$ cat config.mk
export PLATFORM = sky130hd
export DESIGN_NAME = addr_fanout_buf
export DESIGN_NICKNAME = d
export VERILOG_FILES = /design/src/rtl/addr_fanout_pkg.sv /design/src/rtl/fan_reg.sv /design/src/rtl/ctl_reg.sv /design/src/rtl/par_chk.sv /design/src/rtl/addr_fanout_buf.sv
export SDC_FILE = /design/constraint.sdc
export NUM_CORES = 1
export LEC_CHECK = 0
export BUFFER_PORTS_ARGS = -buffer_cell sky130_fd_sc_hd__buf_2
export CAP_MARGIN = 20
export CORE_MARGIN = 8
export CORE_UTILIZATION = 44
export CTS_CLUSTER_DIAMETER = 150
export CTS_CLUSTER_SIZE = 25
export DETAILED_ROUTE_END_ITERATION = 6
export MAX_ROUTING_LAYER = met4
export PLACE_DENSITY = 0.76
export SYNTH_ARGS = -nofsm -noshare
export SYNTH_HDL_FRONTEND = slang
export SYNTH_HIERARCHICAL = 1
export SYNTH_SLANG_ARGS = --single-unit
$ cat constraint.sdc
create_clock -name clk_i -period 0.9 [get_ports clk_i]
set_input_delay 0.18 -clock clk_i [delete_from_list [all_inputs] [get_ports clk_i]]
set_output_delay 0.18 -clock clk_i [all_outputs]
set_load 0.01 [all_outputs]
$ cat src/rtl/addr_fanout_pkg.sv
package addr_fanout_pkg;
  typedef enum logic {
    MODE_SINGLE = 1'b0,
    MODE_DUAL   = 1'b1
  } fan_mode_e;
endpackage

$ cat src/rtl/fan_reg.sv
module fan_reg
  import addr_fanout_pkg::*;
#(
  parameter int WIDE_W   = 25,
  parameter int NARROW_W = 14
) (
  input  logic                clk_i,
  input  logic                rst_ni,
  input  logic                load_i,
  input  fan_mode_e           mode_i,
  input  logic [WIDE_W-1:0]   d_i,
  output logic [WIDE_W-1:0]   qa_o,
  output logic [NARROW_W-1:0] qb_o,
  output logic                part_o
);
  logic [WIDE_W-1:0]   qa_d;
  logic [NARROW_W-1:0] qb_d;
  logic [WIDE_W-1:0]   chk_mask;

  for (genvar i = 0; i < WIDE_W; i++) begin : g_lane_a
    if (i < NARROW_W) begin : g_low
      assign qa_d[i]     = d_i[i];
      assign chk_mask[i] = 1'b1;
    end else begin : g_high
      assign qa_d[i]     = (mode_i == MODE_DUAL) ? 1'b0 : d_i[i];
      assign chk_mask[i] = (mode_i == MODE_SINGLE);
    end
  end

  for (genvar j = 0; j < NARROW_W; j++) begin : g_lane_b
    assign qb_d[j] = (mode_i == MODE_DUAL) ? d_i[j] : 1'b0;
  end

  // partial parity of the word being captured
  assign part_o = ^(d_i & chk_mask);

  always_ff @(posedge clk_i or negedge rst_ni) begin
    if (!rst_ni) begin
      qa_o <= '0;
      qb_o <= '0;
    end else if (load_i) begin
      qa_o <= qa_d;
      qb_o <= qb_d;
    end
  end
endmodule

$ cat src/rtl/ctl_reg.sv
module ctl_reg #(
  parameter int CS_W  = 2,
  parameter int CTL_W = 3
) (
  input  logic             clk_i,
  input  logic             rst_ni,
  input  logic [CS_W-1:0]  cs_n_i,
  input  logic [CTL_W-1:0] ctl_i,
  output logic [CS_W-1:0]  cs_n_o,
  output logic [CTL_W-1:0] ctl_o,
  output logic             load_o
);
  assign load_o = ~&cs_n_i;

  always_ff @(posedge clk_i or negedge rst_ni) begin
    if (!rst_ni) begin
      cs_n_o <= '0;
      ctl_o  <= '0;
    end else begin
      cs_n_o <= cs_n_i;
      ctl_o  <= ctl_i;
    end
  end
endmodule

$ cat src/rtl/par_chk.sv
module par_chk #(
  parameter int HOLD_CYC = 2
) (
  input  logic clk_i,
  input  logic rst_ni,
  input  logic load_i,
  input  logic part_i,
  input  logic par_i,
  input  logic casc_en_i,
  input  logic casc_par_i,
  output logic err_no
);
  localparam int HOLD_W = $clog2(HOLD_CYC + 1);

  logic              part_q;
  logic              pend_q;
  logic              err_q;
  logic [HOLD_W-1:0] hold_q;
  logic              mism;

  assign mism   = part_q ^ par_i ^ (casc_en_i & casc_par_i);
  assign err_no = ~err_q;

  always_ff @(posedge clk_i or negedge rst_ni) begin
    if (!rst_ni) begin
      part_q <= 1'b0;
      pend_q <= 1'b0;
      err_q  <= 1'b0;
      hold_q <= '0;
    end else begin
      pend_q <= load_i;
      if (load_i) part_q <= part_i;
      if (pend_q && mism) begin
        err_q  <= 1'b1;
        hold_q <= HOLD_W'(HOLD_CYC - 1);
      end else begin
        if (pend_q && hold_q == '0) err_q <= 1'b0;
        if (hold_q != '0) hold_q <= hold_q - 1'b1;
      end
    end
  end
endmodule

$ cat src/rtl/addr_fanout_buf.sv
module addr_fanout_buf
  import addr_fanout_pkg::*;
#(
  parameter int WIDE_W   = 25,
  parameter int NARROW_W = 14,
  parameter int CS_W     = 2,
  parameter int CTL_W    = 3,
  parameter int HOLD_CYC = 2
) (
  input  logic                clk_i,
  input  logic                rst_ni,
  input  logic                mode_i,
  input  logic [CS_W-1:0]     cs_n_i,
  input  logic [CTL_W-1:0]    ctl_i,
  input  logic [WIDE_W-1:0]   d_i,
  input  logic                par_i,
  input  logic                casc_en_i,
  input  logic                casc_par_i,
  output logic [CS_W-1:0]     cs_n_o,
  output logic [CTL_W-1:0]    ctl_o,
  output logic [WIDE_W-1:0]   qa_o,
  output logic [NARROW_W-1:0] qb_o,
  output logic                err_no
);
  logic      load;
  logic      part;
  fan_mode_e mode;

  assign mode = fan_mode_e'(mode_i);

  ctl_reg #(.CS_W(CS_W), .CTL_W(CTL_W)) u_ctl (
    .clk_i  (clk_i),
    .rst_ni (rst_ni),
    .cs_n_i (cs_n_i),
    .ctl_i  (ctl_i),
    .cs_n_o (cs_n_o),
    .ctl_o  (ctl_o),
    .load_o (load)
  );

  fan_reg #(.WIDE_W(WIDE_W), .NARROW_W(NARROW_W)) u_fan (
    .clk_i  (clk_i),
    .rst_ni (rst_ni),
    .load_i (load),
    .mode_i (mode),
    .d_i    (d_i),
    .qa_o   (qa_o),
    .qb_o   (qb_o),
    .part_o (part)
  );

  par_chk #(.HOLD_CYC(HOLD_CYC)) u_par (
    .clk_i      (clk_i),
    .rst_ni     (rst_ni),
    .load_i     (load),
    .part_i     (part),
    .par_i      (par_i),
    .casc_en_i  (casc_en_i),
    .casc_par_i (casc_par_i),
    .err_no     (err_no)
  );
endmodule

After elaboration in Yosys (flattened, before gate mapping)
Cells that the tools add are included.
{ "op_classes": {"addsub": 1, "muxes": 29, "bitwise": 6, "reduce_logical": 9} }
{ "op_table": {"columns": ["op", "n"], "rows": [
  ["$mux W1", 27],
  ["$and A25 B25 Y25", 1],
  ["$reduce_xor A25 Y1", 1],
  ["$reduce_bool A2 Y1", 3],
  ["$mux W2", 2],
  ["$logic_and A1 B1 Y1", 2],
  ["$logic_not A2 Y1", 1],
  ["$not A1 Y1", 2],
  ["$reduce_and A2 Y1", 1],
  ["$sub A2 B1 Y2 const B", 1],
  ["$xor A1 B1 Y1", 2],
  ["$and A1 B1 Y1", 1],
  ["$logic_not A1 Y1", 1]
]} }
{ "word_totals": {"regBits": 49, "in_bits": 36, "output_inout_bits": 45, "wordCells": 53} }

Depth between registers and ports, before layout
{ "logic_depth": {"word_depth": 4, "mapped_depth": 6, "depth_no_buf": 6} }

Cells and area by module
The synthesis kept the hierarchy.
{ "modules_own_cells": {"columns": ["module", "instances", "cells_each", "area_per_inst_um2", "seq_area_each_um2"], "rows": [
  ["fan_reg", 1, 164, 1771.7, 975.9],
  ["par_chk", 1, 21, 232.7, 125.1],
  ["ctl_reg", 1, 6, 128.9, 125.1]
]} }

Worst setup path after synthesis
OpenSTA, ideal clock, no wires.
{ "synth_path": {"kind": "in2reg", "from": "in d_i[6]", "to": "reg u_par.part_q", "setup_time_ps": 127, "arrival_time_ps": 1446, "required_ps": 773, "setup_slack_ps": -674, "cell_stages": 6, "path_buffers": 0, "path_cell_list": "xor2_1 > xnor2_1 > xnor2_1 > xnor2_1 > xnor3_1 > mux2_1"} }
{ "synth_between": {"elab_chain_cells": 2} }
{ "synth_lines": {"columns": ["element", "line_no", "source"], "rows": [
  ["start, declared", "addr_fanout_buf.sv:15", "input logic [WIDE_W-1:0] d_i,"],
  ["$and A25 B25 Y25", "fan_reg.sv:35", "assign part_o = ^(d_i & chk_mask);"],
  ["$reduce_xor A25 Y1", "fan_reg.sv:35", null],
  ["named net part", "addr_fanout_buf.sv:26", "logic part;"],
  ["end signal, assigned", "par_chk.sv:32", "if (load_i) part_q <= part_i;"],
  ["end, declared", "par_chk.sv:15", "logic part_q;"]
]} }
The timed path passes the listed nets, and every way through them passes these cells.
A chain may end at the register's enable or synchronous reset.

Worst setup path in the final report
{ "layout_path": {"from": "in d_i[17]", "to": "reg u_par.part_q"} }
Same word-level chain as after synthesis.

==> flow_summary.yaml <==
setup_path:
  crit_type: "input port to flop"
  path_depth: 7
  cp_data_required_time_ns: 1.09
  max_stage_delay_ns: 0.40
  cp_common_cell: "xnor2_1"
  cp.arrival_ns: 1.48
  cp_slowest_cell: "xnor3_1"
  cp-end-kind: "flop"
  critPathTopFamily: "XOR/XNOR gates"
  path_max_fanout: 2
  r2r_cells: 3
  path_buf_inv: 1
  critical_path.startpoint_type: "input port"
  cp_cell_sequence: "buf_2 > xnor2_4 > nor2_2 > xnor2_1 > xnor2_1 > xnor3_1 > mux2_4"
final_layout:
  seqCellArea_um2: 1226
  num_antenna_cells: 0
  final_util: 0.7000
  fillers: 371
  layout-drive-gt1-share: 0.4936
  nets: 348
  design_area_um2: 3284
  stdcell_count: 366
  multi_input_area_um2: 872.1
  syn_to_final_growth_pct: 53.96
route:
  via_count: 1724
  via_per_inst: 4.710
  ant_nets: 0
  firstDrtPassIters: 4
  top_layer_used: "met4"
  met2_wirelength_um: 2479
  wl_met1_um: 2259
  wl_per_cell_um: 14.20
  wl_um: 5197
  drtIter0Drc: 83
  wl_met3_um: 364
  drc: 0
placement:
  place_hpwl_um: 3683
  place_area_um2: 2794
  post-place-ws_ns: -0.7527
  place_congestion: 0.6800
  place_inst: 335
  port_buffers: 80
yosys:
  synth_top_family_by_area: "XOR/XNOR gates"
  synth_common_cells: "dfrtp_1 (49), inv_1 (28), o21ai_0 (25)"
  synth_cell_types: 20
  synthTopCellsByArea: "dfrtp_1 (57%), xnor2_1 (8.6%), mux2_2 (7.4%)"
  syn-cell-area_um2: 2133
  post-synth-top-count-cell: "dfrtp_1"
  synth.top_cell.area_share: 0.5748
  synthCells: 191
  synth_fp_nets: 228
  synth_edf_count: 0
  synth_fa_ha_area_frac: 0.005865
  yosys.area_share.xor_xnor: 0.1091
  syn_area_per_cell_um2: 11.17
  synth_compound_area_frac: 0.06921
  yosysTopAreaCell: "dfrtp_1"
  seq_area_frac_synth: 0.5748
  yosys.area_share.simple: 0.09032
  ys_ff_latch: 49
  async_flop_share: 1.000
  ys_warn_count: 6
  synthMuxAreaShare: 0.08387
  synthFlopType: "dfrtp_1"
timing:
  worst_pin_slew_ns: 0.2633
  setup_viol: 50
  hold_viol: 0
  rsz0062_at_grt: "true"
  maxSlewHeadroom: 0.8245
  min_period_ns: 1.290
  skew_ns: 0.003613
  maxSlewViolCount: 0
  post-route-period-util: 1.433
  tns_ns: -5.508
  worst_slack_ns: -0.3895
  fmax_mhz: 775.5
power:
  switchingPower_uw: 1567
  power.density_nw_per_um2: 1858
  p_seq_frac: 0.421
  intPower_uw: 4537
  ir_worst_vdd_mv: 0.9683
  combPwrFrac: 0.281
  clock_power_share: 0.299
  switching_share: 0.2567
  power_leakage_uw: 0.001663
floorplanning:
  core_area_um2: 4692
  die_h_um: 85.63
  ios: 81
  die_area_um2: 7333
  die_w_um: 85.63
  start_util: 0.4547
  rows: 25
clock_tree:
  cts_buffers: 5
  cts_htree_levels: 2
  worstSkewPairLatency_ns: 0.30
  cts_tree: "done"
  cts-root-buf: "clkbuf_8"
  clkSinkCount: 49
  clockBufferDepth: 2
  clk_pin_slew_ns: 0.08
global_route:
  grt_use_total: 0.1485
  antenna_found_initial: 0
  grt_remaining_overflow: 0
  grt_pass1_wl_um: 8549
  grt_max_degree: 50
  grt_pass1_vias: 1822
flow_run:
  cap_violations: 0
run_status:
  status: "finished, violations left"
  violations: "negative setup slack"
hold_path:
  min_path_type: "input port to flop"
  min_path_cells: 3
-- cells by family (layout without fill, tap and decap cells) --
group / count (synthesis) / count (layout)
xor gates and xnor gates: 25 / 25
adders and majority gates: 1 / 1
and+or+nand+nor: 34 / 34
AOI/OAI and AO/OA: 28 / 28
muxes: 16 / 16
DFF: 49 / 49
buffers and inverters: 38 / 159
-- path summary, 6_finish.rpt --
path	endpoint	startpoint	slack [ns]
max	u_par/part_q$_DFFE_PN0P_	d_i[17]	-0.39
min	u_fan/qa_o[22]$_DFFE_PN0P_	d_i[22]	0.14
max reg2reg	u_par/hold_q[0]$_DFFE_PN0P_	u_par/part_q$_DFFE_PN0P_	-0.17
min reg2reg	u_par/err_q$_DFFE_PN0P_	u_par/err_q$_DFFE_PN0P_	0.50
max in group asynchronous	u_par/err_q$_DFFE_PN0P_	rst_ni	0.26
min in group asynchronous	u_fan/qb_o[0]$_DFFE_PN0P_	rst_ni	0.40
-- power by group through the flow --
stage | clock network (µW) | logic, µW | registers [µW]
after floorplan | 0 | 775 | 2660
after global placement | 0 | 1390 | 2590
after detailed placement | 0 | 1440 | 2600
after CTS | 1880 | 1560 | 2560
after global routing | 1950 | 1890 | 2600
final | 1820 | 1710 | 2570
-- layer usage --
layer  GRT usage  vias to the layer above
met3     0.05158                        9
li1            -                      853
met4     0.05414                        0
met2      0.2377                       55
met5           -                        -
met1      0.1686                      807
-- placed cells by master, fill, tap and decap left out, drive strengths merged --
cell           n
dfrtp         49
a21o           1
buf          117
a21bo          1
mux2i          1
nor2           4
nand2b         2
inv           28
ha             1
xnor3          1
xnor2         21
dlygate4sd3    6
nand2          2
clkbuf         5
mux2          15
xor2           3
a21oi          1
o21ai         25
bufinv         2
nand3b        11
nand3         15
clkinv         1
-- sequential cells by signal (all words and copies together) (netlist names) --
signal,cells
u_par/err_q,1
u_ctl/cs_n_o,2
u_par/hold_q,2
u_fan/qa_o,25
u_fan/qb_o,14
u_par/pend_q,1
u_par/part_q,1
u_ctl/ctl_o,3
-- metrics by stage --
stage	power, µW	hold slack (ns)
6_report	6103	0.1380
2_1_floorplan	3432	-0.1156
3_5_place_dp	4033	0.1894
3_3_place_gp	3981	0.1884
4_1_cts	5999	0.001133
5_1_grt	6441	0.1353
-- tightest hold or removal path: stages --
cell and delay, ns:
buf_2 0.10, nand3b_1 0.06, o21ai_0 0.06
-- area by class of cell --
| cell class | count | share of cell area |
|---|---|---|
| clock buffers | 5 | 0.02095 |
| clock inverters | 3 | 0.01981 |
| inverters | 28 | 0.03200 |
| multi-input cells | 104 | 0.2655 |
| flip-flops and latches | 49 | 0.3733 |
| well taps | 54 | 0.02057 |
| repair buffers | 123 | 0.2678 |
-- repair_timing --
action,in CTS,in global routing
hold buffers,5,1
buffers inserted,10,8
pin swaps,5,5
hold endpoints to repair,53,1
gates resized for setup,11,17
endpoints found under the setup margin,49,50
No activity file was read; power rests on OpenSTA's default activity.
